$ cat config.mk
export PLATFORM = sky130hd
export DESIGN_NAME = pi_ctrl
export DESIGN_NICKNAME = d
export VERILOG_FILES = /design/src/rtl/pi_pkg.sv /design/src/rtl/pi_cfg_regs.sv /design/src/rtl/pi_err_stage.sv /design/src/rtl/pi_integrator.sv /design/src/rtl/pi_out_stage.sv /design/src/rtl/pi_ctrl.sv
export SDC_FILE = /design/constraint.sdc
export NUM_CORES = 2
export LEC_CHECK = 0
export BUFFER_PORTS_ARGS = -buffer_cell sky130_fd_sc_hd__buf_2
export CAP_MARGIN = 20
export CORE_MARGIN = 8
export CORE_UTILIZATION = 31
export CTS_CLUSTER_DIAMETER = 80
export DETAILED_ROUTE_END_ITERATION = 16
export GPL_TIMING_DRIVEN = 0
export PLACE_DENSITY = 0.58
export SYNTH_ARGS = -nofsm -noshare
export SYNTH_HDL_FRONTEND = slang
export SYNTH_HIERARCHICAL = 1
export SYNTH_SLANG_ARGS = --single-unit
$ cat constraint.sdc
create_clock -name clk -period 11.7 [get_ports clk]
set_clock_uncertainty 0.05 [all_clocks]
set_input_delay 2.34 -clock clk [delete_from_list [all_inputs] [get_ports clk]]
set_output_delay 2.34 -clock clk [all_outputs]
set_load 0.03 [all_outputs]
$ cat src/rtl/pi_pkg.sv
`timescale 1ns/1ps
package pi_pkg;
  localparam int DW = 14;        // sample, setpoint, limit width
  localparam int EW = DW + 1;    // error width, one guard bit
  localparam int GW = 16;        // gain width
  localparam int IW = 16;        // integrator width
  localparam int CW = 16;        // config data width
  localparam int AW = 12;        // config address width
  localparam int XW = 32;        // wide arithmetic width

  typedef logic signed [DW-1:0] smp_t;
  typedef logic signed [EW-1:0] err_t;
  typedef logic signed [GW-1:0] gain_t;
  typedef logic signed [IW-1:0] integ_t;
  typedef logic signed [XW-1:0] wide_t;

  localparam smp_t SMP_MIN = {1'b1, {(DW-1){1'b0}}};
  localparam smp_t SMP_MAX = {1'b0, {(DW-1){1'b1}}};
  localparam wide_t INT_MIN = -(wide_t'(1) <<< (IW-1));
  localparam wide_t INT_MAX = (wide_t'(1) <<< (IW-1)) - wide_t'(1);

  localparam logic [AW-1:0] ADR_INTEG = 12'h100;
  localparam logic [AW-1:0] ADR_SETPT = 12'h104;
  localparam logic [AW-1:0] ADR_KPROP = 12'h108;
  localparam logic [AW-1:0] ADR_KINT  = 12'h10C;
  localparam logic [AW-1:0] ADR_LOLIM = 12'h124;
  localparam logic [AW-1:0] ADR_HILIM = 12'h128;

  typedef struct packed {
    smp_t  setpt;
    gain_t kprop;
    gain_t kint;
    smp_t  lolim;
    smp_t  hilim;
  } pi_cfg_t;

  // error times gain, then arithmetic shift by the binary-point position
  function automatic wide_t gain_scale(err_t e, gain_t g, int sh);
    wide_t prod;
    prod = wide_t'(e) * wide_t'(g);
    return prod >>> sh;
  endfunction

  function automatic integ_t integ_sat(wide_t v);
    if (v > INT_MAX) return integ_t'(INT_MAX);
    if (v < INT_MIN) return integ_t'(INT_MIN);
    return integ_t'(v);
  endfunction

  // upper limit is tested first
  function automatic smp_t out_clamp(wide_t s, smp_t lo, smp_t hi);
    if (s > wide_t'(hi)) return hi;
    if (s < wide_t'(lo)) return lo;
    return smp_t'(s);
  endfunction
endpackage

$ cat src/rtl/pi_cfg_regs.sv
`timescale 1ns/1ps
module pi_cfg_regs import pi_pkg::*; (
  input  logic          clk,
  input  logic          rst_n,
  input  logic          we,
  input  logic [AW-1:0] addr,
  input  logic [CW-1:0] wdata,
  output pi_cfg_t       cfg,
  output logic          ld_integ,
  output integ_t        ld_val
);
  assign ld_integ = we && (addr == ADR_INTEG);
  assign ld_val   = integ_t'(wdata);

  always_ff @(posedge clk or negedge rst_n) begin
    if (!rst_n) begin
      cfg.setpt <= '0;
      cfg.kprop <= '0;
      cfg.kint  <= '0;
      cfg.lolim <= SMP_MIN;
      cfg.hilim <= SMP_MAX;
    end else if (we) begin
      case (addr)
        ADR_SETPT: cfg.setpt <= smp_t'(wdata[DW-1:0]);
        ADR_KPROP: cfg.kprop <= gain_t'(wdata);
        ADR_KINT:  cfg.kint  <= gain_t'(wdata);
        ADR_LOLIM: cfg.lolim <= smp_t'(wdata[DW-1:0]);
        ADR_HILIM: cfg.hilim <= smp_t'(wdata[DW-1:0]);
        default: ;
      endcase
    end
  end
endmodule

$ cat src/rtl/pi_err_stage.sv
`timescale 1ns/1ps
module pi_err_stage import pi_pkg::*; (
  input  logic clk,
  input  logic rst_n,
  input  smp_t din,
  input  smp_t setpt,
  output err_t err_q
);
  always_ff @(posedge clk or negedge rst_n) begin
    if (!rst_n) err_q <= '0;
    else        err_q <= err_t'(setpt) - err_t'(din);
  end
endmodule

$ cat src/rtl/pi_integrator.sv
`timescale 1ns/1ps
module pi_integrator import pi_pkg::*; #(
  parameter int ISHIFT = 12
) (
  input  logic   clk,
  input  logic   rst_n,
  input  err_t   err_q,
  input  gain_t  kint,
  input  wide_t  sum,
  input  smp_t   lolim,
  input  smp_t   hilim,
  input  logic   ld_integ,
  input  integ_t ld_val,
  output integ_t integ_q,
  output wide_t  inc
);
  logic hold_up, hold_dn;

  assign inc     = gain_scale(err_q, kint, ISHIFT);
  assign hold_up = (inc > 0) && (sum >= wide_t'(hilim));
  assign hold_dn = (inc < 0) && (sum <= wide_t'(lolim));

  always_ff @(posedge clk or negedge rst_n) begin
    if (!rst_n)                integ_q <= '0;
    else if (ld_integ)         integ_q <= ld_val;
    else if (!hold_up && !hold_dn)
      integ_q <= integ_sat(wide_t'(integ_q) + inc);
  end
endmodule

$ cat src/rtl/pi_out_stage.sv
`timescale 1ns/1ps
module pi_out_stage import pi_pkg::*; (
  input  logic  clk,
  input  logic  rst_n,
  input  wide_t sum,
  input  smp_t  lolim,
  input  smp_t  hilim,
  output smp_t  dout_q
);
  always_ff @(posedge clk or negedge rst_n) begin
    if (!rst_n) dout_q <= '0;
    else        dout_q <= out_clamp(sum, lolim, hilim);
  end
endmodule

$ cat src/rtl/pi_ctrl.sv
`timescale 1ns/1ps
module pi_ctrl import pi_pkg::*; #(
  parameter int PSHIFT = 8,
  parameter int ISHIFT = 12
) (
  input  logic                 clk,
  input  logic                 rst_n,
  input  logic                 cfg_we,
  input  logic [AW-1:0]        cfg_addr,
  input  logic [CW-1:0]        cfg_wdata,
  input  logic signed [DW-1:0] din,
  output logic signed [DW-1:0] dout,
  output logic signed [IW-1:0] integ_rd
);
  pi_cfg_t cfg;
  logic    ld_integ;
  integ_t  ld_val;
  err_t    err_q;
  integ_t  integ_q;
  wide_t   inc;
  wide_t   p_term;
  wide_t   sum;
  smp_t    dout_q;

  pi_cfg_regs u_cfg (
    .clk(clk), .rst_n(rst_n), .we(cfg_we), .addr(cfg_addr), .wdata(cfg_wdata),
    .cfg(cfg), .ld_integ(ld_integ), .ld_val(ld_val)
  );

  pi_err_stage u_err (
    .clk(clk), .rst_n(rst_n), .din(din), .setpt(cfg.setpt), .err_q(err_q)
  );

  assign p_term = gain_scale(err_q, cfg.kprop, PSHIFT);
  assign sum    = p_term + wide_t'(integ_q);

  pi_integrator #(.ISHIFT(ISHIFT)) u_int (
    .clk(clk), .rst_n(rst_n), .err_q(err_q), .kint(cfg.kint), .sum(sum),
    .lolim(cfg.lolim), .hilim(cfg.hilim), .ld_integ(ld_integ), .ld_val(ld_val),
    .integ_q(integ_q), .inc(inc)
  );

  pi_out_stage u_out (
    .clk(clk), .rst_n(rst_n), .sum(sum), .lolim(cfg.lolim), .hilim(cfg.hilim),
    .dout_q(dout_q)
  );

  assign dout     = dout_q;
  assign integ_rd = integ_q;
endmodule

==> results.py <==
metrics = {
    "min_path": {
        "min_to": "u_cfg/cfg[72]",
        "hold-path-cell-count": 1,
        "hold_path_class": "reg -> reg",
        "min_from": "u_cfg/cfg[72]",
    },
    "floorplanning": {
        "die_w_um": 322,
        "initial_core_util_pct": 31.1,
        "num_io_pins": 75,
        "die_area_um2": 104000,
        "die_h_um": 322,
        "coreArea_um2": 93000,
        "placementRows": 112,
    },
    "timing": {
        "hold_viol": 0,
        "setup_viol": 0,
        "setup_slack_ns": 0.533,
        "fin_setup_tns_ns": 0,
        "max-slew-margin-rel_pct": 26.9,
        "finalCritPeriodShare_pct": 95.4,
        "timing.fmax_mhz": 89.5,
        "hold_ws_ns": 0.480,
        "tightest_slew_ns": 1.09,
        "rsz0062_at_grt": "false",
        "min_period_ns": 11.17,
        "finalMaxSlewViolations": 0,
    },
    "detailed_routing": {
        "antenna_left": 0,
        "wire_per_inst_um": 18.3,
        "drt-total-wl_mm": 83.1,
        "drc_errors": 0,
        "vias": 22100,
        "viasPerCell": 4.86,
        "drtIter0Drc": 1561,
        "drtPass1Iterations": 6,
    },
    "grt": {
        "grt_pass1_wl_mm": 135,
        "grt_max_degree": 95,
        "grt_pass1_vias": 23200,
        "overflow": 0,
        "antenna_found_initial": 6,
        "track_usage_pct": 16.5,
    },
    "yosys": {
        "synth_fp_nets": 4033,
        "ys_warn_count": 6,
        "syn-instance-count": 3171,
        "syn_area_um2": 29000,
        "syn_avg_cell_area_um2": 9.14,
    },
    "placed_design": {
        "preCtsSetupSlack_ns": -0.852,
        "io_buffers": 74,
        "hpwl_mm": 69.4,
        "gp_congestion": 0.884,
    },
    "final_layout": {
        "nets": 4128,
        "syn_to_final_growth_pct": 9.67,
        "post_route_cells_drive_above_1_share_pct": 9.67,
        "final_cell_mix": "inv_1, fa_1, ha_1",
        "final_core_util_pct": 34.2,
        "final_common_cell": "inv_1",
        "fill_cells": 9734,
    },
    "clock_network": {
        "clockRootBuffer": "clkbuf_16",
        "cts_buffer_depth": 2,
        "clkSinkCount": 119,
        "cts_max_level": 4,
        "clk_latency_ns": 0.45,
        "cts_made_buffers": 17,
        "path_clk_slew_ns": 0.06,
        "cts_tree": "yes",
    },
    "worst_setup_path": {
        "crit_slowest_cell": "fa_1",
        "max_stage_delay_ns": 0.63,
        "cp_data_arrival_time_ns": 11.44,
        "reg2regPathDepth": 41,
        "r2r-start": "u_err/err_q[1]",
        "crit_type": "reg -> reg",
        "setup.worst_path.start_class": "flip-flop",
        "worstSetupEndpointType": "flip-flop",
        "cp_max_fo": 15,
        "critical_path_required_ns": 11.97,
        "r2r_setup_slack_ns": 0.53,
        "r2r-end": "u_int/integ_q[11]",
    },
    "power": {
        "power_uw": 3970,
        "p_leak_uw": 0.0159,
        "ir_drop_mv": 0.158,
        "cellPowerDensity_nw_per_um2": 125,
    },
    "outcome": {
        "outcome": "complete, no violations",
    },
    "flow_run": {
        "max-cap-violations": 0,
    },
}
-- layout make-up --
type	instances	area, um^2	area share [%]
multi-input cells	2256	22900	72.1
clock buffers	17	425	1.34
repair buffers	81	459	1.45
plain buffers	104	573	1.80
flip-flops and latches	119	3020	9.50
clock inverters	15	238	0.748
inverters	687	2580	8.12
well taps	1254	1570	4.94
diodes	5	12.5	0.0394
-- where the power goes --
part,total (uW),switching (uW),internal [uW]
Combinational,2790,1660,1130
Clock,611,227,384
Sequential,574,104,470
-- metrics by stage --
stage / cells / area (um^2)
2_1_floorplan: 3171 / 29000
3_3_place_gp: 4499 / 30900
3_5_place_dp: 4501 / 31000
4_1_cts: 4530 / 31700
5_1_grt: 4533 / 31800
6_report: 4538 / 31800
-- registers in the layout (all words and copies together), names as in the netlist --
signal         flops
u_cfg/cfg         74
u_err/err_q       15
u_int/integ_q     16
u_out/dout_q      14
-- how the worst max path moves through the flow --
stage | depth (start not counted) | slack (ns) | endpoint | start
global route | 37 | 0.002 | u_int/integ_q[11] | u_cfg/cfg[46]
floorplan | 42 | 0.71 | u_int/integ_q[10] | u_err/err_q[1]
global placement | 42 | -2.70 | u_int/integ_q[12] | u_err/err_q[7]
finish | 41 | 0.53 | u_int/integ_q[11] | u_err/err_q[1]
detailed placement | 42 | -0.85 | u_int/integ_q[11] | u_err/err_q[7]
CTS | 43 | 0.07 | u_int/integ_q[10] | u_err/err_q[1]
-- layer usage --
layer	GRT usage (%)	vias to the layer above	part of all wire [%]
met1	24.0	11000	48
met3	3.95	78	7.7
met4	2.93	0	1.6
li1	-	10300	-
met5	0	-	0
met2	24.9	662	43
-- timing repair --
item                                    in CTS  in global routing
hold buffers                                 0                  0
endpoints found under the setup margin      16                 26
pin swaps                                    1                  2
buffers inserted                             0                  4
gates resized for setup                     12                 52
-- critical path, delay by kind of cell (launching register included) --
family / cells / cell delay (ns)
flops: 1 / 0.59
simple gates: 9 / 1.88
xor+xnor: 2 / 0.39
buf+inv: 7 / 0.82
fa+ha+maj: 9 / 4.32
compound gates: 14 / 2.98
Power figures use the tool's default switching activity.
